==> src/rtl/hl_tx_packer.sv <==
module hl_tx_packer #(
  parameter int NSRC       = 3,
  parameter int IDLE_LIMIT = 64,
  parameter logic [3:0] MAGIC = 4'hA
) (
  input  logic                 clk,
  input  logic                 rst_n,
  input  logic [NSRC-1:0]      src_valid,
  input  logic [32*NSRC-1:0]   src_data,
  input  logic [NSRC-1:0]      src_last,
  output logic [NSRC-1:0]      src_pop,
  output logic                 frm_valid,
  output logic [255:0]         frm_data
);
  localparam int SLOTS = 7;
  localparam int PW    = (NSRC > 1) ? $clog2(NSRC) : 1;
  localparam int IW    = $clog2(IDLE_LIMIT);

  logic [PW-1:0] ptr, gidx;
  logic          any;
  logic [2:0]    cnt;
  logic [IW-1:0] idle;
  logic [31:0]   slot_d [SLOTS];
  logic [3:0]    slot_n [SLOTS];
  logic [31:0]   nd [SLOTS];
  logic [3:0]    nn [SLOTS];
  logic [31:0]   wd;
  logic [3:0]    nib;
  logic [255:0]  fr;
  logic          emit_full, emit_to;

  always_comb begin
    any  = 1'b0;
    gidx = ptr;
    for (int k = 1; k <= NSRC; k++) begin
      if (!any && src_valid[(int'(ptr) + k) % NSRC]) begin
        any  = 1'b1;
        gidx = PW'((int'(ptr) + k) % NSRC);
      end
    end
    src_pop = '0;
    src_pop[gidx] = any;
  end

  assign wd  = src_data[32*int'(gidx) +: 32];
  assign nib = {1'b1, src_last[gidx], 2'(gidx)};

  always_comb begin
    for (int i = 0; i < SLOTS; i++) begin
      nd[i] = slot_d[i];
      nn[i] = slot_n[i];
    end
    if (any) begin
      nd[cnt] = wd;
      nn[cnt] = nib;
    end
    fr = '0;
    fr[31:28] = MAGIC;
    for (int i = 0; i < SLOTS; i++) begin
      fr[4*i +: 4]        = nn[i];
      fr[32*(i+1) +: 32]  = nd[i];
    end
  end

  assign emit_full = any && (cnt == 3'(SLOTS-1));
  assign emit_to   = !any && (cnt != 3'd0) && (idle == IW'(IDLE_LIMIT-1));

  always_ff @(posedge clk) begin
    if (!rst_n) begin
      ptr       <= PW'(NSRC-1);
      cnt       <= '0;
      idle      <= '0;
      frm_valid <= 1'b0;
      frm_data  <= '0;
      for (int i = 0; i < SLOTS; i++) begin
        slot_d[i] <= '0;
        slot_n[i] <= '0;
      end
    end else begin
      frm_valid <= emit_full || emit_to;
      if (any) ptr <= gidx;
      if (emit_full || emit_to) begin
        frm_data <= fr;
        cnt      <= '0;
        idle     <= '0;
        for (int i = 0; i < SLOTS; i++) slot_n[i] <= '0;
      end else if (any) begin
        slot_d[cnt] <= wd;
        slot_n[cnt] <= nib;
        cnt         <= cnt + 3'd1;
        idle        <= '0;
      end else if (cnt != 3'd0) begin
        idle <= idle + IW'(1);
      end
    end
  end
endmodule

==> config.mk <==
export PLATFORM = sky130hd
export DESIGN_NAME = hl_tx_packer
export DESIGN_NICKNAME = d
export VERILOG_FILES = /design/src/rtl/hl_tx_packer.sv
export SDC_FILE = /design/constraint.sdc
export NUM_CORES = 1
export LEC_CHECK = 0
export BUFFER_PORTS_ARGS = -buffer_cell sky130_fd_sc_hd__buf_4
export CAP_MARGIN = 10
export CORE_MARGIN = 5
export CORE_UTILIZATION = 25
export CTS_CLUSTER_DIAMETER = 80
export DETAILED_ROUTE_END_ITERATION = 7
export MAX_ROUTING_LAYER = met4
export PLACE_DENSITY = 0.43
export SYNTH_ARGS = -nofsm -noshare
export SYNTH_HDL_FRONTEND = slang
export SYNTH_SLANG_ARGS = --single-unit
==> constraint.sdc <==
create_clock -name clk -period 5.8 [get_ports clk]
set_input_delay 0.58 -clock clk [delete_from_list [all_inputs] [get_ports clk]]
set_output_delay 0.58 -clock clk [all_outputs]
set_load 0.01 [all_outputs]
== Word-level counts from Yosys, hierarchy flattened ==
Memories as Yosys holds them, arrays and structs flattened.
Cells that the tools add are included.

* Register bits after elaboration: 266
* Memory bits (writable): 252
* Input bits: 104
* Output and inout port bits: 260
* Word-level logic and storage cells: 99
* Memories: 2

* Add/sub/neg operators: 5
* Divide/modulo/power cells: 3
* $lt $le $gt $ge: 7
* Eq/ne operators: 2
* Shift-type cells: 1
* Muxes and demuxes: 48
* Bitwise logic cells: 10
* Reductions and logical operators: 16

{| class="wikitable"
|+ Memories
! memory !! words !! bits a word !! rd ports !! clocked after memory_dff !! wr ports !! line !! source
|-
| slot_d || 7 || 32 || 7 || 0 || 7 || 23 || <nowiki>logic [31:0] slot_d [SLOTS];</nowiki>
|-
| slot_n || 7 || 4 || 7 || 0 || 7 || 24 || <nowiki>logic [3:0] slot_n [SLOTS];</nowiki>
|}

{| class="wikitable"
|+ Operators with widths
! kind !! number
|-
| 224-bit bitwise mux || 1
|-
| 224-bit 2-to-1 mux || 1
|-
| 32-bit demux with 3-bit select || 1
|-
| 32-bit by 4-bit less-than comparator with 1-bit output (second input constant) || 3
|-
| 32-bit by 3-bit modulo with 32-bit output (second input constant) || 3
|-
| 96-bit by 8-bit indexed part select with 32-bit output || 1
|-
| 32-bit 2-to-1 mux || 2
|-
| 4-bit 2-to-1 mux || 9
|-
| 32-bit OR reduction || 1
|-
| 28-bit bitwise mux || 1
|-
| 28-bit 2-to-1 mux || 1
|-
| 1-bit 2-to-1 mux || 21
|-
| 4-bit demux with 3-bit select || 1
|-
| 1-bit binary-select mux with 2-bit select || 4
|-
| 1-bit logical AND || 7
|-
| 1-bit bitwise OR || 7
|-
| 2-bit by 2-bit adder with 3-bit output (second input constant) || 2
|-
| 6-bit by 1-bit adder with 6-bit output (second input constant) || 1
|-
| 6-bit == test (second input constant) || 1
|-
| 2-bit 2-to-1 mux || 3
|-
| 3-bit 2-to-1 mux || 2
|-
| 4-bit greater-or-equal comparator (second input constant) || 1
|-
| 4-bit by 1-bit less-than comparator with 1-bit output (second input constant) || 1
|-
| 3-bit NOT with 4-bit output || 1
|-
| other kinds (14) || 16
|}

== Longest topological paths before layout ==
Gate-level depths: netlist (run 1).

* Depth in word-level cells: 21
* Mapped depth: 13
* Mapped depth without buffers: 10

== Least setup slack after synthesis (run 1) ==
No wires, ideal clock.

* Kind: reg2reg
* Start: reg ptr[0]
* End: mem slot_d[5][0] (enable)
* Library setup time: 466 ps
* Arrival time: 4143 ps
* Required time: 5334 ps
* Path slack: 1191 ps
* Stages on the path, launching flop included: 10
* Buffers on the path: 2
* Clock period less this slack: 4609 ps
* Cell sequence: dfxtp_1 -> inv_1 -> ha_1 -> buf_2 -> mux2i_4 -> nor3_4 -> nor2_1 -> nand3_1 -> clkbuf_1 -> o21ai_0

{| class="wikitable"
|+ RTL lines
! element !! line !! source
|-
| from (decl) || 19 || <nowiki>logic [PW-1:0] ptr, gidx;</nowiki>
|-
| from (signal assigned) || 70 || <nowiki>ptr <= PW'(NSRC-1);</nowiki>
|-
| from (signal assigned) || 81 || <nowiki>if (any) ptr <= gidx;</nowiki>
|-
| to (decl) || 23 ||
|}

== Worst setup path in the final report (run 1) ==
* Start: reg ptr[0]
* End: reg frm_data[220]

* Word-level cells in the longest chain between the ends: 16
* Elaborated cells on any way between the ends: 33
* Those cells by class: add/sub: 3; div: 3; shift: 1; mux: 17; reduce/logical: 9

{| class="wikitable"
|+ RTL lines
! element !! line !! source
|-
| parallel branches: the longest is 16 deep, another holds 32-bit by 3-bit modulo with 32-bit output || -- ||
|-
| to (signal assigned) || 83 || <nowiki>frm_data <= fr;</nowiki>
|-
| to (decl) || 13 || <nowiki>output logic [255:0] frm_data</nowiki>
|}

Parallel ways; which one is timed is not known. The select of a mux whose other input is x is not followed.
A chain may end at the register's enable or synchronous reset.

==> impl_results.md, run 1 <==
* Status: complete, no violations
* Fraction of synthesized area in multiplexers at around 2.3%
* Clk sink count at 517
* #FFs+latches synth at 517
* I/O Pins at roughly 360
* Drt via density at 4.69
* Core Util, Final at 31.9%
* Longest Clk Path Bufs at 3
* Synth Cell Area at 0.0205 mm^2
* Crit-path max FO at 143
* Crit path required time at roughly 6400 ps
* Ys flop type: dfxtp_1
* Synth Warn # at 0
* Initial DRC Count at 928
* Worst-path clk slew at 60 ps
* Chip Width at 296 um
* Syn_area_per_cell at 9.77 um^2
* Initial antenna violation count at 3
* Initial Utilization at 25.1%
* Cts bufs inserted at 58
* Die ar. at 0.0876 mm^2
* Area grow syn2layout at 27.3%
* # fillers at 8393
* Setup_tns at 0 ps
* Vias at around 16000
* Port buffer count at 361
* Final hold vios at 0
* Leakage at 10.7 nW
* Grt met2 use at 25.7%
* Remaining DRCs at 0
* Worst VDD drop at 0.388 mV
* Total Wirelength at 75.1 mm
* Worst skew pair latency at approximately 620 ps
* Grt met1 use at 23.3%
* Unique masters post-synth at 46
* Final period utilization at a little over two thirds
* Final Max Slew Viols at 0
* Final RePlAce weighted congestion at 0.846
* Setup CP Type: flip-flop to flip-flop
* Share of cells above drive strength 1 at 23.4%
* Slew Limit Headroom at 22.2%
* Routed len/inst at roughly 21 um
* Synth Area in Adders at less than 1%
* Core ar. at 0.0816 mm^2
* # rows at 105
* Tmin final at approximately 4100 ps
* H-tree Lvls at 2
* PD cells at 483 mW/mm^2
* Cts hold-fix bufs at 0
* Overflow after GRT at 0
* CTS tree: built
* Crit path capture type: flip-flop
* RSZ-0062 raised after global routing: false
* HP Class: primary input to flip-flop
* Clock root cell: clkbuf_16
* EDFF count, synth at 213
* Post-route ant nets at 0
* First-pass GRT wire length at 110 mm
* Busiest metal layer after global routing: met2
* Setup bufs post-CTS at 0
* PostCTS Resize Cnt at 0
* Synth Area in XOR/XNOR at 0.257%
* Measured slew at the worst slew-check pin at 1160 ps
* Placed wire-length estimate at between 50 and 60 mm
* Crit path DAT at 4650 ps
* Post-synthesis sequential area ratio at 61.0%
* R2R setup slack at 1690 ps
* Ys async rst share at 0%
* Main combinational cell family by area after synthesis: simple AND/OR/NAND/NOR gates
* Global Route Usage Sum at 17.0%
* Setup crit start kind: flip-flop
* DR pass1 iterations at 5
* Syn Inst Count at about 2100
* Largest net degree at the start of global routing at 144
* Nets@finish at around 2500
* Simple-gate area share of the yosys netlist at 15.9%
* Final setup fails at 0
* Met3 Resource Use GR at around 4.5%
* Die Y at 296 um
* Worst hold margin at between 200 and 300 ps
* Post-Route Skew at 20.6 ps
* Fmax at 244 MHz
* Complex-gate fraction of the synthesized area at 15.8%
* Max cap viols at 0
* Vias in the first global route at 16295
==> final timing paths <==
kind | start | endpoint | cells past startpoint
min | src_data[91] | frm_data[187] | 3
max reg2reg | ptr[0] | frm_data[220] | 11
min reg2reg | frm_data[6] | frm_data[6] | 2
max | ptr[0] | frm_data[220] | 11
==> state kept, by name, summed over array words and instances, names as in the netlist <==
name	cells
frm_data	253
slot_n	28
idle	6
ptr	2
cnt	3
frm_valid	1
slot_d	224
==> synthesized netlist by cell type, types with 2 or more instances <==
master      n  area (um^2)
a211oi_1  100          751
a21oi_1    11         55.1
a21oi_2    16          140
a21oi_4    17          277
and2_1      3         18.8
and3_1      2         12.5
buf_2      52          260
buf_4      16          120
buf_6       5         56.3
clkbuf_1   94          353
dfxtp_1   304         6090
edfxtp_1  213         6400
ha_1        8          100
inv_1      10         37.5
mux2i_1    21          210
mux2i_2    18          248
nand2_1   435         1630
nand2b_1    4         25.0
nand3_1   102          510
nand3_2     3         30.0
nand3b_1    3         22.5
nor2_1    228          856
nor2b_1     3         18.8
nor3_1      5         25.0
o211ai_1    2         15.0
o21ai_0   243         1220
o21ai_1   147          736
o21ai_2     2         17.5
or3_1       5         31.3
xnor2_1     3         26.3
xor2_1      3         26.3
==> per-stage QoR <==
| step | total power, W | setup WS (ps) | cells | area [um^2] |
|---|---|---|---|---|
| finish | 0.0126 | 1690 | 3503 | 26000 |
| global route | 0.0132 | 1370 | 3502 | 26000 |
| CTS | 0.0128 | 1680 | 3500 | 26000 |
| detailed placement | 0.00906 | 1730 | 3391 | 24100 |
| global placement | 0.00901 | 1740 | 3391 | 24100 |
| floorplan | 0.00734 | 1190 | 2094 | 20500 |
==> cell families after synthesis <==
kind of cell               count (synthesis)
AOI/OAI and AO/OA                        542
xor gates and xnor gates                   6
adders and majority gates                  8
buffers and inverters                    179
DFF                                      517
muxes                                     40
other                                      1
and+or+nand+nor                          800
==> cell type report <==
class	count	area [um^2]	share of cell area (%)
flip-flops and latches	517	12500	47.9
diodes	3	7.51	0.0288
clock buffers	90	1770	6.79
multi-input cells	1398	7240	27.8
well taps	1070	1340	5.14
inverters	11	46.3	0.178
clock inverters	19	138	0.529
repair buffers	395	3020	11.6
==> worst max-delay path, cell delays in order, from the launching register on <==
cell,delay [ps]
dfxtp_1,390
inv_1,90
ha_1,450
nand3b_1,210
o21ai_2,120
nor3_4,580
mux2i_1,250
nand2_1,260
inv_6,760
buf_12,360
o21ai_0,260
o21ai_1,170
==> power by group <==
part	internal [W]	switching (W)	leakage, nW
Combinational	0.000980	0.00341	5.08
Clock	0.00210	0.00156	0.942
Sequential	0.00435	0.000174	4.67
Total	0.00743	0.00514	10.7
==> per-layer routing <==
layer / part of all wire (%) / up-vias
li1: - / 7843
met1: 47 / 8009
met5: 0 / -
met4: 1.7 / 0
met2: 44 / 467
met3: 6.9 / 93
==> placed cells by master (no fill, tap or decap), types with 4 or more instances in the layout <==
cell type,synthesis,layout
nand2_1,435,429
buf_4,16,391
dfxtp_1,304,304
o21ai_0,243,242
nor2_1,228,226
edfxtp_1,213,213
o21ai_1,147,147
a211oi_1,100,100
nand3_1,102,99
clkbuf_16,0,61
mux2i_1,21,21
mux2i_2,18,18
a21oi_4,17,17
a21oi_2,16,16
clkbuf_1,94,15
clkbuf_8,0,13
a21oi_1,11,11
inv_1,10,10
ha_1,8,8
clkinv_2,0,8
nand3_2,3,6
nand2_2,1,6
nand2b_1,4,4
or3_1,5,4
buf_12,0,4
No activity file was read; power rests on OpenSTA's default activity.
==> inputs of run 2 (changes only) <==
Settings changed: PLACE_DENSITY 0.43 to 0.44.
Clock period 5.8 ns to 3.5 ns, I/O delays scaled along.
==> impl_results.md, run 2 (same netlist as run 1, synthesis figures left out) <==
* PD cells at 805 mW/mm^2 (was 483 mW/mm^2)
* Hold path cells at 3 (unchanged)
* Worst VDD drop at 0.543 mV (was 0.388 mV)
* H-tree Lvls at 2 (unchanged)
* Sw Share at 40.0% (was 40.9%)
* Initial Utilization at 25.1% (unchanged)
* WP depth at 10 (was 11)
* Crit path required time at 3830 ps (was 6350 ps)
* Vias at 16503 (was 16412)
* Total Wirelength at 74.9 mm (was 75.1 mm)
* Initial DRC Count at 994 (was 928)
* # fillers at 8432 (was 8393)
* Internal at 0.0128 W (was 0.00743 W)
* Share of cells above drive strength 1 at 25.0% (was 23.4%)
* Crit-path max FO at 67 (was 143)
* Die Y at 296 um (unchanged)
* CP dominant cell by count: mux2i_1
* Measured slew at the worst slew-check pin at 889 ps (was 1160 ps)
* WP buf/inv at 2 (was 3)
* Reg2reg end: slot_d[3][26] (was frm_data[220])
* Tot Pwr at 0.0214 W (was 0.0126 W)
* I/O Pins at 364 (unchanged)
* Largest net degree at the start of global routing at 79 (was 144)
* Slowest stage delay, CP at 570 ps (was 760 ps)
* Routed len/inst at 21.1 um (was 21.4 um)
* CP Cell Sequence: inv_1, ha_2, mux2i_1, o21ai_0, or3_2, clkbuf_8, nand3_1, mux2i_1, a21oi_2, nor2_1 (was inv_1, ha_1, nand3b_1, o21ai_2, nor3_4, mux2i_1, nand2_1, inv_6, buf_12, o21ai_0, o21ai_1)
* R2r startpoint: ptr[0] (unchanged)
* Nets@finish at 2544 (was 2493)
* Top reg by flops: frm_data (unchanged)
* P_sw at 0.00856 W (was 0.00514 W)
* Clock root cell: clkbuf_16 (unchanged)
* # rows at 105 (unchanged)
* Final RePlAce weighted congestion at 0.802 (was 0.846)
* Die ar. at 0.0876 mm^2 (unchanged)
* Crit path DAT at 3700 ps (was 4650 ps)
* Core ar. at 0.0816 mm^2 (unchanged)
* Clk sink count at 517 (unchanged)
* Setup_tns at 0 ps (unchanged)
* HP Class: primary input to flip-flop (unchanged)
* Max cap viols at 0 (unchanged)
* Crit path capture type: flip-flop (unchanged)
* Global Route Usage Sum at 17.0% (about the same)
* Cts hold-fix bufs at 0 (unchanged)
* Post-Route Skew at 19.7 ps (was 20.6 ps)
* Vias in the first global route at 16601 (was 16295)
* Chip Width at 296 um (unchanged)
* Setup CP Type: flip-flop to flip-flop (unchanged)
* Crit path max-delay family: simple AND/OR/NAND/NOR gates (was buffers and inverters)
* Overflow after GRT at 0 (unchanged)
* Worst skew pair latency at 610 ps (was 620 ps)
* Area grow syn2layout at 30.0% (was 27.3%)
* CTS tree: built (unchanged)
* Status: complete, no violations (unchanged)
* Setup crit start kind: flip-flop (unchanged)
* Final hold vios at 0 (unchanged)
* Leakage at 11.0 nW (was 10.7 nW)
* Port buffer count at 361 (unchanged)
* Longest Clk Path Bufs at 3 (unchanged)
* Remaining DRCs at 0 (unchanged)
* Hold path start: src_data[79] (was src_data[91])
* Logic pwr share at 37.6% (was 34.9%)
* Tmin final at 3370 ps (was 4110 ps)
* Reg2Reg Depth at 10 (was 11)
* Max reg flops at 253 (unchanged)
* Post-route ant nets at 0 (unchanged)
* Slew Limit Headroom at 40.6% (was 22.2%)
* Fmax at 297 MHz (was 244 MHz)
* Final setup fails at 0 (unchanged)
* Initial antenna violation count at 3 (unchanged)
* Cts bufs inserted at 56 (was 58)
* Worst-path clk slew at 60 ps (about the same)
* Clock network power share at 27.8% (was 29.1%)
* Placed wire-length estimate at 51.7 mm (was 51.6 mm)
* Drt via density at 4.64 (was 4.69)
* Largest registers: frm_data x253, slot_d x224, slot_n x28 (unchanged)
* Most frequent cells in the layout: 430 x nand2_1, 426 x buf_4, 304 x dfxtp_1, 242 x o21ai_0, 226 x nor2_1 (was 429 x nand2_1, 391 x buf_4, 304 x dfxtp_1, 242 x o21ai_0, 226 x nor2_1)
* Sequential power share at 34.6% (was 36.0%)
* Worst Hold End: frm_data[207] (was frm_data[187])
* First-pass GRT wire length at 110 mm (about the same)
* Final Max Slew Viols at 0 (unchanged)
* Core Util, Final at 32.6% (was 31.9%)
* Final period utilization at 96.3% (was 70.8%)
* Most common cell after layout, fill and taps aside: nand2_1 (unchanged)
* Slowest CP cell: a21oi_2 (was inv_6)
* R2R setup slack at 130 ps (was 1690 ps)
* DR pass1 iterations at 5 (unchanged)
[run 2: cell types whose count changed in the layout (fill, tap and decap cells not counted), sizes merged, moves of 2 or more]
cell	delta
buf	+51
bufinv	+2
clkbuf	-6
clkinvlp	+4
inv	-2
[run 2: layout make-up]
class	count	area (um^2)	share of cell area (%)
Antenna cell	4	10.0	0.0376
Clock buffer	83	1630	6.12
Clock inverter	23	220	0.828
Inverter	11	46.3	0.174
Multi-Input combinational cell	1399	7270	27.3
Sequential cell	517	12500	46.9
Tap cell	1070	1340	5.03
Timing Repair Buffer	447	3600	13.5
[run 2: worst max-delay path by stage]
stage,from,endpoint,slack [ps]
floorplan,ptr[0],slot_d[1][0],60
global placement,ptr[0],slot_d[3][24],-120
detailed placement,ptr[0],slot_d[3][24],-150
CTS,ptr[0],src_pop[0],10
global route,ptr[0],slot_d[0][26],-6
finish,ptr[0],slot_d[3][26],130
[run 2: through the flow]
stage / hold WS (ps) / setup slack [ps] / cells / cell area [um^2]
floorplan: 422 / 57.1 / 2094 / 20500
global placement: 429 / -119 / 3439 / 24600
detailed placement: 430 / -149 / 3439 / 24600
CTS: 18.0 / 12.6 / 3546 / 26500
global route: 45.4 / -5.52 / 3553 / 26600
finish: 64.1 / 131 / 3554 / 26600
[run 2: timing repair]
item | 4_1_cts | 5_1_grt
pin swaps | 1 | 1
endpoints found under the setup margin | 117 | 165
buffers inserted | 0 | 4
gates resized for setup | 3 | 9
cloned | 1 | 0
[run 2: tightest hold or removal path, stage by stage]
cell and delay (ps):
buf_4 110, a211oi_1 60, o21ai_1 120
[run 2: per-layer routing]
layer	global-route usage, %	wire [um]
met1	23.4	35100
met2	26.1	33500
met3	3.84	5050
met4	3.21	1280
met5	-	0
[run 2: power by group through the flow]
stage,clock network [W],logic (W),registers [W]
4_1_cts,0.00614,0.00802,0.00741
5_1_grt,0.00639,0.00869,0.00748
2_1_floorplan,0,0.00471,0.00746
3_5_place_dp,0,0.00795,0.00754
6_report,0.00594,0.00805,0.00741
3_3_place_gp,0,0.00782,0.00754
==> inputs of run 3 (changes only) <==
Settings changed: CELL_PAD_IN_SITES_DETAIL_PLACEMENT from default to 0, CELL_PAD_IN_SITES_GLOBAL_PLACEMENT from default to 1, PLACE_DENSITY 0.44 to 0.54.
==> impl_results.md, run 3 (same netlist as run 1, synthesis figures left out) <==
* Status: complete, no violations (unchanged)
* Post-Route Skew at 22.5 ps (was 19.7 ps)
* Worst skew pair latency at 600 ps (was 610 ps)
* Setup CP Type: flip-flop to flip-flop (unchanged)
* Setup crit start kind: flip-flop (unchanged)
* Die ar. at 0.0876 mm^2 (unchanged)
* Vias in the first global route at 16757 (was 16601)
* Fmax at 302 MHz (was 297 MHz)
* Post-route ant nets at 0 (unchanged)
* I/O Pins at 364 (unchanged)
* Drt via density at 4.69 (was 4.64)
* Final setup fails at 0 (unchanged)
* Internal at 0.0129 W (was 0.0128 W)
* Area grow syn2layout at 30.3% (was 30.0%)
* Final Max Slew Viols at 0 (unchanged)
* Worst-path clk slew at 60 ps (about the same)
* Longest Clk Path Bufs at 3 (unchanged)
* RSZ-0062 raised after global routing: true
* Initial Utilization at 25.1% (unchanged)
* Measured slew at the worst slew-check pin at 1060 ps (was 889 ps)
* Initial antenna violation count at 5 (was 3)
* Busiest metal layer after global routing: met2 (unchanged)
* Final RePlAce weighted congestion at 0.819 (was 0.802)
* Final hold vios at 0 (unchanged)
* Clk sink count at 517 (unchanged)
* P_sw at 0.00851 W (was 0.00856 W)
* Chip Width at 296 um (unchanged)
* Placed Area at 0.0247 mm^2 (was 0.0246 mm^2)
* First-pass GRT wire length at 110 mm (about the same)
* Crit path capture type: flip-flop (unchanged)
* Clock network power share at 27.7% (was 27.8%)
* Largest net degree at the start of global routing at 70 (was 79)
* Cts hold-fix bufs at 0 (unchanged)
* Most frequent cells in the layout: 428 x nand2_1, 406 x buf_4, 304 x dfxtp_1, 242 x o21ai_0, 226 x nor2_1 (was 430 x nand2_1, 426 x buf_4, 304 x dfxtp_1, 242 x o21ai_0, 226 x nor2_1)
* Max reg flops at 253 (unchanged)
* Total Wirelength at 74.4 mm (was 74.9 mm)
* Vias at 16610 (was 16503)
* Most common cell after layout, fill and taps aside: nand2_1 (unchanged)
* Global Route Usage Sum at 16.9% (was 17.0%)
* Logic pwr share at 37.7% (was 37.6%)
* Leakage at 11.0 nW (about the same)
* Final period utilization at 94.6% (was 96.3%)
* Overflow after GRT at 0 (unchanged)
* Fin area at 0.0267 mm^2 (was 0.0266 mm^2)
* Crit path required time at 3830 ps (about the same)
* Grt met1 use at 23.7% (was 23.4%)
* Die Y at 296 um (unchanged)
* # rows at 105 (unchanged)
* Sw Share at 39.7% (was 40.0%)
* Worst hold margin at 75.0 ps (was 64.1 ps)
* Port buffer count at 361 (unchanged)
* DR pass1 iterations at 5 (unchanged)
* PD cells at 803 mW/mm^2 (was 805 mW/mm^2)
* Sequential power share at 34.6% (about the same)
* Crit-path max FO at 17 (was 67)
* Crit path DAT at 3640 ps (was 3700 ps)
* Largest registers: frm_data x253, slot_d x224, slot_n x28 (unchanged)
* Cts bufs inserted at 57 (was 56)
* Remaining DRCs at 0 (unchanged)
* H-tree Lvls at 2 (unchanged)
* Placed wire-length estimate at 51.7 mm (about the same)
* Clock root cell: clkbuf_16 (unchanged)
* Met3 Resource Use GR at 3.48% (was 3.84%)
* Nets@finish at 2532 (was 2544)
* Core ar. at 0.0816 mm^2 (unchanged)
* CTS tree: built (unchanged)
* Max cap viols at 0 (unchanged)
* Worst VDD drop at 0.447 mV (was 0.543 mV)
* Grt met2 use at 25.5% (was 26.1%)
* Share of cells above drive strength 1 at 24.8% (was 25.0%)
* Top reg by flops: frm_data (unchanged)
* Initial DRC Count at 1119 (was 994)
* Routed len/inst at 21.0 um (was 21.1 um)
* HP Class: primary input to flip-flop (unchanged)
* Slew Limit Headroom at 28.9% (was 40.6%)
* Tmin final at 3310 ps (was 3370 ps)
run 3: worst paths after layout:
kind	start	endpoint	slack [ps]	cells past startpoint
hold / removal	src_data[74]	frm_data[234]	80	3
setup / recovery	ptr[1]	slot_d[3][19]	190	11
setup reg to reg	ptr[1]	slot_d[3][19]	190	11
hold reg to reg	frm_data[127]	frm_data[127]	430	2
run 3: power by group through the flow:
stage / combinational [W] / sequential, W / clock, W
floorplan: 0.00471 / 0.00746 / 0
global placement: 0.00801 / 0.00753 / 0
detailed placement: 0.00810 / 0.00754 / 0
CTS: 0.00814 / 0.00741 / 0.00613
global route: 0.00875 / 0.00747 / 0.00636
finish: 0.00807 / 0.00741 / 0.00593
run 3: stage by stage:
step	setup WS, ps	util [%]	total power, W	TNS, ps	std cells
after global routing	-36.1	32.7	0.0226	-234	3540
after floorplan	57.1	-	0.0122	0	2094
final	190	32.7	0.0214	0	3542
after detailed placement	-91.4	30.3	0.0156	-404	3431
after CTS	37.7	32.6	0.0217	0	3538
after global placement	-5.11	30.3	0.0155	-5.11	3431
run 3: layout make-up:
| class | instances | area (um^2) |
|---|---|---|
| diodes | 4 | 10.0 |
| clock buffers | 92 | 1770 |
| clock inverters | 15 | 88.8 |
| fillers | 8381 | 54900 |
| inverters | 11 | 46.3 |
| multi-input cells | 1398 | 7290 |
| flip-flops and latches | 517 | 12500 |
| well taps | 1070 | 1340 |
| repair buffers | 435 | 3630 |
run 3: routing by layer:
layer,vias to the layer above,routed length (um)
li1,7916,-
met1,8077,35700
met2,519,32500
met4,0,1270
met3,98,4960
met5,-,0
run 3: worst max-delay path, stage by stage, from the launching register on:
cell and delay [ps]:
dfxtp_1 340, inv_1 90, ha_1 370, mux2i_1 330
o21ai_2 130, nor2b_1 190, a311oi_4 370, buf_12 230
buf_12 190, mux2i_1 210, a21oi_2 450, nor2_1 110
run 3: timing repair:
action / in CTS / in global routing
resized for setup: 2 / 8
endpoints found under the setup margin: 6 / 189
setup buffers: 0 / 0
